==> src/rtl/rtr_pkg.sv <==
package rtr_pkg;

  typedef enum logic [1:0] {
    OC_PHYS  = 2'b00,
    OC_VIRT  = 2'b01,
    OC_TRAP  = 2'b10,
    OC_UNDEF = 2'b11
  } outcome_e;

  localparam int LVL_W  = 2;
  localparam int NUM_LVL = 1 << LVL_W;
  localparam int EN_W   = NUM_LVL - 1;
  localparam int NCOPY  = 2;
  localparam int SEL_W  = $clog2(NCOPY);
  localparam int SYND_W = 6;
  localparam logic [SYND_W-1:0] SYND_CLASS = 6'h18;

  typedef struct packed {
    outcome_e         oc;
    logic [LVL_W-1:0] lvl;
  } verdict_t;

  function automatic verdict_t trap_to(input logic [LVL_W-1:0] tgt);
    verdict_t v;
    v.oc  = OC_TRAP;
    v.lvl = tgt;
    return v;
  endfunction

  // Ordered priority chain, evaluated per requesting level.
  function automatic verdict_t resolve(
    input logic [LVL_W-1:0] el,
    input logic [EN_W-1:0]  en,
    input logic             l2_on,
    input logic             l2_wide,
    input logic             l3_wide,
    input logic             tall0,
    input logic             virt0,
    input logic             route3
  );
    verdict_t v;
    logic l2_act;
    logic l3_take;
    l2_act  = l2_on & l2_wide;
    l3_take = l3_wide & route3;
    v.oc    = OC_PHYS;
    v.lvl   = '0;
    unique case (el)
      2'd0: v.oc = OC_UNDEF;
      2'd1: begin
        if (!en[0])                v = trap_to(2'd1);
        else if (l2_act && tall0)  v = trap_to(2'd2);
        else if (l2_act && virt0)  v.oc = OC_VIRT;
        else if (l3_take)          v = trap_to(2'd3);
      end
      2'd2: begin
        if (!en[1])                v = trap_to(2'd2);
        else if (l3_take)          v = trap_to(2'd3);
      end
      default: begin
        if (!en[2])                v = trap_to(2'd3);
      end
    endcase
    return v;
  endfunction

endpackage

==> src/rtl/route_decide.sv <==
module route_decide
  import rtr_pkg::*;
(
  input  logic [LVL_W-1:0] cur_el,
  input  logic [EN_W-1:0]  iface_en,
  input  logic             el2_on,
  input  logic             el2_wide,
  input  logic             el3_wide,
  input  logic             trap_grp0,
  input  logic             grp0_virt,
  input  logic             el3_route,
  output verdict_t         verdict
);
  always_comb begin
    verdict = resolve(cur_el, iface_en, el2_on, el2_wide, el3_wide,
                      trap_grp0, grp0_virt, el3_route);
  end
endmodule

==> src/rtl/route_stage.sv <==
module route_stage
  import rtr_pkg::*;
(
  input  logic              clk,
  input  logic              rst_n,
  input  logic              req_vld,
  input  logic              req_wr,
  input  verdict_t          verdict_in,
  output logic              done_q,
  output logic              wr_q,
  output verdict_t          verdict_q,
  output logic [SYND_W-1:0] synd_q
);
  logic trap_in;
  assign trap_in = (verdict_in.oc == OC_TRAP);

  always_ff @(posedge clk or negedge rst_n) begin
    if (!rst_n) begin
      done_q    <= 1'b0;
      wr_q      <= 1'b0;
      verdict_q <= '{oc: OC_PHYS, lvl: '0};
      synd_q    <= '0;
    end else begin
      done_q <= req_vld;
      if (req_vld) begin
        wr_q      <= req_wr;
        verdict_q <= verdict_in;
        synd_q    <= trap_in ? SYND_CLASS : '0;
      end
    end
  end
endmodule

==> src/rtl/copy_select.sv <==
module copy_select
  import rtr_pkg::*;
#(
  parameter int DW = 64
) (
  input  logic          done_q,
  input  logic          wr_q,
  input  outcome_e      oc_q,
  input  logic [DW-1:0] rd_copy [NCOPY],
  output logic [NCOPY-1:0] wr_copy,
  output logic [DW-1:0] rd_data
);
  logic             hit;
  logic [SEL_W-1:0] sel_idx;

  // Physical and virtual codes differ only in bit 0; bit 1 flags a fault.
  assign hit     = done_q & ~oc_q[1];
  assign sel_idx = oc_q[SEL_W-1:0];

  for (genvar c = 0; c < NCOPY; c++) begin : g_wr
    assign wr_copy[c] = hit & wr_q & (sel_idx == SEL_W'(c));
  end

  always_comb begin
    rd_data = '0;
    if (hit && !wr_q) rd_data = rd_copy[sel_idx];
  end
endmodule

==> src/rtl/sysreg_access_router.sv <==
module sysreg_access_router
  import rtr_pkg::*;
#(
  parameter int DW = 64
) (
  input  logic          clk,
  input  logic          rst_n,
  input  logic          req_vld,
  input  logic          req_wr,
  input  logic [1:0]    cur_el,
  input  logic [2:0]    iface_en,
  input  logic          el2_on,
  input  logic          el2_wide,
  input  logic          el3_wide,
  input  logic          trap_grp0,
  input  logic          grp0_virt,
  input  logic          el3_route,
  input  logic [DW-1:0] rd_phys,
  input  logic [DW-1:0] rd_virt,
  output logic          done,
  output logic [1:0]    outcome,
  output logic [1:0]    trap_lvl,
  output logic [5:0]    syndrome,
  output logic          wr_phys,
  output logic          wr_virt,
  output logic [DW-1:0] rd_data
);
  verdict_t         verdict_now;
  verdict_t         verdict_q;
  logic             done_q;
  logic             wr_q;
  logic [SYND_W-1:0] synd_q;
  logic [NCOPY-1:0] wr_copy;
  logic [DW-1:0]    rd_copy [NCOPY];

  route_decide u_decide (
    .cur_el    (cur_el),
    .iface_en  (iface_en),
    .el2_on    (el2_on),
    .el2_wide  (el2_wide),
    .el3_wide  (el3_wide),
    .trap_grp0 (trap_grp0),
    .grp0_virt (grp0_virt),
    .el3_route (el3_route),
    .verdict   (verdict_now)
  );

  route_stage u_stage (
    .clk        (clk),
    .rst_n      (rst_n),
    .req_vld    (req_vld),
    .req_wr     (req_wr),
    .verdict_in (verdict_now),
    .done_q     (done_q),
    .wr_q       (wr_q),
    .verdict_q  (verdict_q),
    .synd_q     (synd_q)
  );

  assign rd_copy[0] = rd_phys;
  assign rd_copy[1] = rd_virt;

  copy_select #(.DW(DW)) u_sel (
    .done_q  (done_q),
    .wr_q    (wr_q),
    .oc_q    (verdict_q.oc),
    .rd_copy (rd_copy),
    .wr_copy (wr_copy),
    .rd_data (rd_data)
  );

  assign done     = done_q;
  assign outcome  = verdict_q.oc;
  assign trap_lvl = verdict_q.lvl;
  assign syndrome = synd_q;
  assign wr_phys  = wr_copy[0];
  assign wr_virt  = wr_copy[1];
endmodule

==> config.mk <==
export PLATFORM = sky130hd
export DESIGN_NAME = sysreg_access_router
export DESIGN_NICKNAME = d
export VERILOG_FILES = /design/src/rtl/rtr_pkg.sv /design/src/rtl/route_decide.sv /design/src/rtl/route_stage.sv /design/src/rtl/copy_select.sv /design/src/rtl/sysreg_access_router.sv
export SDC_FILE = /design/constraint.sdc
export NUM_CORES = 1
export LEC_CHECK = 0
export CAP_MARGIN = 40
export CORE_AREA = 2 2 84 86
export CTS_CLUSTER_DIAMETER = 50
export DETAILED_ROUTE_END_ITERATION = 8
export DIE_AREA = 0 0 86 88
export PLACE_DENSITY = 0.78
export SLEW_MARGIN = 40
export SYNTH_ARGS = -nofsm -noshare
export SYNTH_HDL_FRONTEND = slang
export SYNTH_HIERARCHICAL = 1
export SYNTH_SLANG_ARGS = --single-unit
==> constraint.sdc <==
create_clock -name clk -period 1.7 [get_ports clk]
set_input_delay 0.34 -clock clk [delete_from_list [all_inputs] [get_ports clk]]
set_output_delay 0.34 -clock clk [all_outputs]
set_load 0.01 [all_outputs]
==> results.md, run 1 <==
- Outcome: finished, violations left
- Failing checks: negative setup slack
- Synth warnings: 6
- Tmin final: 1.84 ns
- Routed vias/inst: 4.48
- Synth top area cells: mux2i_1 (43%), nor2_1 (16%), dfrtp_1 (12%)
- Distinct cells, synth: 28
- Max VDD drop: 0.000314 V
- Core region area: 0.00664 sq mm
- Critical path fanouts, max: 34
- Worst-path cell chain: or3b_4, buf_12, nor2_1, buf_2
- Critical Path Source Type: flip-flop
- PwrDens: 373 mW/mm^2
- DIE AREA: 0.00757 sq mm
- Synth top cells by count: nor2_1 (65), mux2i_1 (64), buf_4 (10), buf_6 (8), dfrtp_1 (7)
- Vias in the first global route: 2039
- #FFs+latches synth: 7
- Dpl hpwl: 6.00 mm
- Final worst setup slack: -0.135 ns
- Initial drt markers: 38
- Hold Vio Cnt, Final: 0
- Slowest library cell on the worst path: or3b_4
- TritonCTS Buffers: 3
- Fmax: 545 MHz
- DP Area: 0.00371 sq mm
- Clk slew on worst S/H paths: 0.04 ns
- CTS tree: built
- First-pass GRT wire length: 10.3 mm
- Fraction of registers with async set/reset: 100%
- Flop-to-flop setup slack: 0.58 ns
- Total I/O pin count: 220
- Port buffer count: 215
- DR pass1 iterations: 4
- CTS Hold Bufs: 0
- Filler Cells Inserted: 687
- Clock Skews: 0 ns
- N_diodes: 0
- CP arrival: 1.50 ns
- Global route total overflow: 0
- Worst-Skew Late Latency: 0.23 ns
- Post-CTS Setup Inserts: 0
- Post-Syn Area: 0.00148 sq mm
- Worst setup EP type: output port
- H-tree depth: 1
- Leakage: 1.60 nW
- Syn Inst Count: 188
- Die H: 88 um
- DRC Markers: 0
- Die X: 86 um
- Sequential cell area fraction in the yosys report: 11.8%
- Cell with the most instances after synthesis: nor2_1
- Number of synthesized flops with an enable pin: 0
- DR vias: 2153
- Post-route ant nets: 0
- Initial antenna violation count: 0
- Tot Pwr: 1.28 mW
- Wire per inst: 14.7 um
- Post-route cell area: 0.00344 sq mm
- CP peak stage delay: 0.43 ns
- Required time worst endpoint: 1.36 ns
- Top FF cell, synth: dfrtp_1
- Initial cell density of the core: 22.3%
- Pin count of the biggest net entering global routing: 35
- CTS Buffer Depth: 2
- Area Growth Syn to Fin: 132%
- Share of the synthesized area in the top cell type: 43.2%
- CP Class: reg -> out
- Drt total wl: 7.08 mm
- Gp weighted congestion: 0.769
- Sink Count: 7
- Setup violators final: 64
- Nets: 545
- Final period util: 108%
- Fin. max-slew vios: 0
- Total global-route track usage: 16.8%
- CTS root buffer: clkbuf_8
- Tightest Hold Check Type: in -> async
- Share of cells above drive strength 1: 23.4%
- Syn avg cell area: 7.89 sq um
- Max-cap check violation count: 0
- RSZ-0062 raised after global routing: true
- # rows: 30
- Dominant cell type by area after synthesis: mux2i_1
[final cells by class]
class / instances / area, sq um / area share, %
clock buffer: 4 / 45.0 / 1.31
inverter: 3 / 11.3 / 0.328
multi-input combinational: 160 / 1140 / 33.2
sequential: 7 / 179 / 5.20
tap: 80 / 100 / 2.91
timing repair buffer: 227 / 1960 / 57.1
[registers in the layout (all words and copies together) (netlist names)]
name,flops
u_stage/done_q,1
u_stage/synd_q,1
u_stage/verdict_q,4
u_stage/wr_q,1
[worst max-delay path: cells and delay by family, from the launching register on]
kind	cells	cell delay [ns]
buffers and inverters	2	0.33
and+or+nand+nor	2	0.55
DFF	1	0.37
[cell usage in the layout, fill, tap and decap left out, drive strengths merged, types with 2 or more instances in the layout]
master         count
mux2i             64
mux2               5
clkdlybuf4s50    148
and3               2
a31oi              2
conb               4
nand3              3
clkbuf             6
inv                3
nor2              65
dfrtp              7
buf               76
o21ai              3
[per-layer routing]
metal	vias up	track usage [%]	share of wire (%)
li1	1064	-	-
met1	966	20.0	38
met2	118	31.2	53
met3	5	3.77	9.0
met4	0	2.60	0.35
met5	-	0	0
[path summary, 6_finish.rpt]
kind,start,endpoint,cells past startpoint
max in group asynchronous,rst_n,u_stage/verdict_q[2]$_DFFE_PN0P_,1
min in group clk,u_stage/verdict_q[0]$_DFFE_PN0P_,u_stage/verdict_q[0]$_DFFE_PN0P_,1
min,rst_n,u_stage/verdict_q[2]$_DFFE_PN0P_,1
max reg2reg,u_stage/verdict_q[2]$_DFFE_PN0P_,u_stage/verdict_q[2]$_DFFE_PN0P_,2
max,u_stage/verdict_q[3]$_DFFE_PN0P_,rd_data[37],4
min reg2reg,u_stage/verdict_q[0]$_DFFE_PN0P_,u_stage/verdict_q[0]$_DFFE_PN0P_,1
[through the flow]
stage | setup slack [ns] | setup TNS (ns) | hold WS [ns] | instances | util [%]
CTS | -0.149 | -7.24 | 0.378 | 481 | 51.8
floorplan | 0.0931 | 0 | 0.0444 | 191 | -
global placement | -0.433 | -24.24 | 0.503 | 477 | 55.9
detailed placement | -0.447 | -25.58 | 0.508 | 477 | 55.9
finish | -0.135 | -6.52 | 0.370 | 481 | 51.8
global route | -0.189 | -9.92 | 0.395 | 481 | 51.8
[cell families after synthesis]
| kind of cell | after synthesis | synth area share, % |
|---|---|---|
| other | 1 | 0.253 |
| AND/OR/NAND/NOR | 76 | 21.4 |
| multiplexers | 69 | 48.2 |
| flip-flops | 7 | 11.8 |
| buffers and inverters | 24 | 12.8 |
| AO/OA/AOI/OAI | 11 | 5.48 |
[report_power, final]
part / leakage (nW) / internal (mW) / switching, mW
Combinational: 1.49 / 0.545 / 0.304
Clock: 0.0228 / 0.162 / 0.0693
Sequential: 0.0824 / 0.187 / 0.0159
Total: 1.60 / 0.893 / 0.389
[what timing repair did]
action / CTS / global route
hold endpoints to repair: 0 / 0
gates resized for setup: 263 / 6
pin swaps: 0 / 0
setup endpoints to repair: 67 / 66
Power figures use the tool's default switching activity.
==> run 2, diff against run 1 <==
Settings changed: RECOVER_POWER from default to 25.
==> run 2 against run 1 <==
Utilization unchanged. Sequential cell count did not move. Non-clock buffer count unchanged. Largest power group unchanged. The flow still finishes with violations (negative setup slack). Largest cell class unchanged.
==> results.md, run 2 (synthesis gave the netlist of run 1 again) <==
- Tightest Hold Check Type: in -> async
- DR vias: 2153
- Top reg by flops: u_stage/verdict_q
- Drt total wl: 7.08 mm
- Post-route cell area: 0.00344 sq mm
- CP Class: reg -> out
- N_diodes: 0
- Initial antenna violation count: 0
- Worst-path cell chain: or3b_4, buf_12, nor2_1, buf_2
- Setup slack at placement: -0.447 ns
- DR pass1 iterations: 4
- Total I/O pin count: 220
- Tot Pwr: 1.28 mW
- WHS: 0.440 ns
- Global route total overflow: 0
- DIE AREA: 0.00757 sq mm
- Port buffer count: 215
- DRC Markers: 0
- Total global-route track usage: 16.8%
- Commonest cells after routing, fill and taps aside: clkdlybuf4s50_1 (147), mux2i_1 (64), buf_2 (63)
- Critical Path Source Type: flip-flop
- H-tree depth: 1
- Leakage: 1.60 nW
- Setup violators final: 64
- Commonest non-fill, non-tap cell in the layout: clkdlybuf4s50_1
- Die H: 88 um
- Wire per inst: 14.7 um
- Required time worst endpoint: 1.36 ns
- Post-CTS Setup Inserts: 0
- CTS root buffer: clkbuf_8
- CP peak stage delay: 0.43 ns
- Worst setup EP type: output port
- Post-route ant nets: 0
- Tmin final: 1.84 ns
- Fin. max-slew vios: 0
- Routed vias/inst: 4.48
- Critical path fanouts, max: 34
- Sink Count: 7
- Share of cells above drive strength 1: 23.4%
- CTS tree: built
- TritonCTS Buffers: 3
- Dpl hpwl: 6.00 mm
- Fin cells: 481
- Worst-Skew Late Latency: 0.23 ns
- Resize count post-CTS: 263
- Failing checks: negative setup slack
- Crit-path leading delay family: simple AND/OR/NAND/NOR gates
- CTS Buffer Depth: 2
- Vias in the first global route: 2039
- Hold Vio Cnt, Final: 0
- RSZ-0062 raised after global routing: true
- Initial drt markers: 38
- Final period util: 108%
- Flop-to-flop setup slack: 0.58 ns
- Die X: 86 um
- Post-layout util: 51.8%
- First-pass GRT wire length: 10.3 mm
- # rows: 30
- Max-cap check violation count: 0
- PwrDens: 373 mW/mm^2
- Outcome: finished, violations left
- Slowest library cell on the worst path: or3b_4
- CP startpoint: u_stage/verdict_q[3]$_DFFE_PN0P_
- Clk slew on worst S/H paths: 0.04 ns
- DP Area: 0.00371 sq mm
- Initial cell density of the core: 22.3%
- Placed Instances: 477
- Final worst setup slack: -0.135 ns
- Fmax: 545 MHz
- Core region area: 0.00664 sq mm
- CTS Hold Bufs: 0
- Max VDD drop: 0.000313 V
- Gp weighted congestion: 0.769
- Area Growth Syn to Fin: 132%
- Clock Skews: 0 ns
- FF-to-FF Start: u_stage/verdict_q[2]$_DFFE_PN0P_
- Setup TNS Final: -6.52 ns
- Nets: 545
- CP arrival: 1.50 ns
- Buffers and inverters on the worst path: 2
- Pin count of the biggest net entering global routing: 35
- Max FFs per register: 4
- Filler Cells Inserted: 687
-- run 2: path summary, 6_finish.rpt --
check,end,cells after the start
worst max-delay path,rd_data[37],4
worst min-delay path,u_stage/verdict_q[2]$_DFFE_PN0P_,1
worst max register to register,u_stage/verdict_q[2]$_DFFE_PN0P_,2
worst min register to register,u_stage/verdict_q[0]$_DFFE_PN0P_,1
max in group asynchronous,u_stage/verdict_q[2]$_DFFE_PN0P_,1
min in group clk,u_stage/verdict_q[0]$_DFFE_PN0P_,1
-- run 2: cell type report --
cell class              instances  area [sq um]  share of cell area, %
well taps                      80           100                   2.91
inverters                       3          11.3                  0.328
flip-flops and latches          7           179                   5.20
repair buffers                227          1960                   57.1
multi-input cells             160          1140                   33.2
clock buffers                   4          45.0                   1.31
-- run 2: routing by layer --
layer	global-route usage [%]	vias to the layer above	part of all wire [%]
met2	31.2	118	53
met3	3.77	5	9.0
li1	-	1064	-
met1	20.0	966	38
met4	2.60	0	0.35
met5	0	-	0
-- run 2: power by group --
part	total [mW]	internal, mW	switching (mW)
Combinational	0.848	0.544	0.304
Sequential	0.203	0.187	0.0159
Clock	0.231	0.162	0.0693
-- run 2: worst reg2reg max path, stage by stage, from the launching register on --
cell and delay (ns):
dfrtp_4 0.52, buf_12 0.20, mux2_4 0.28
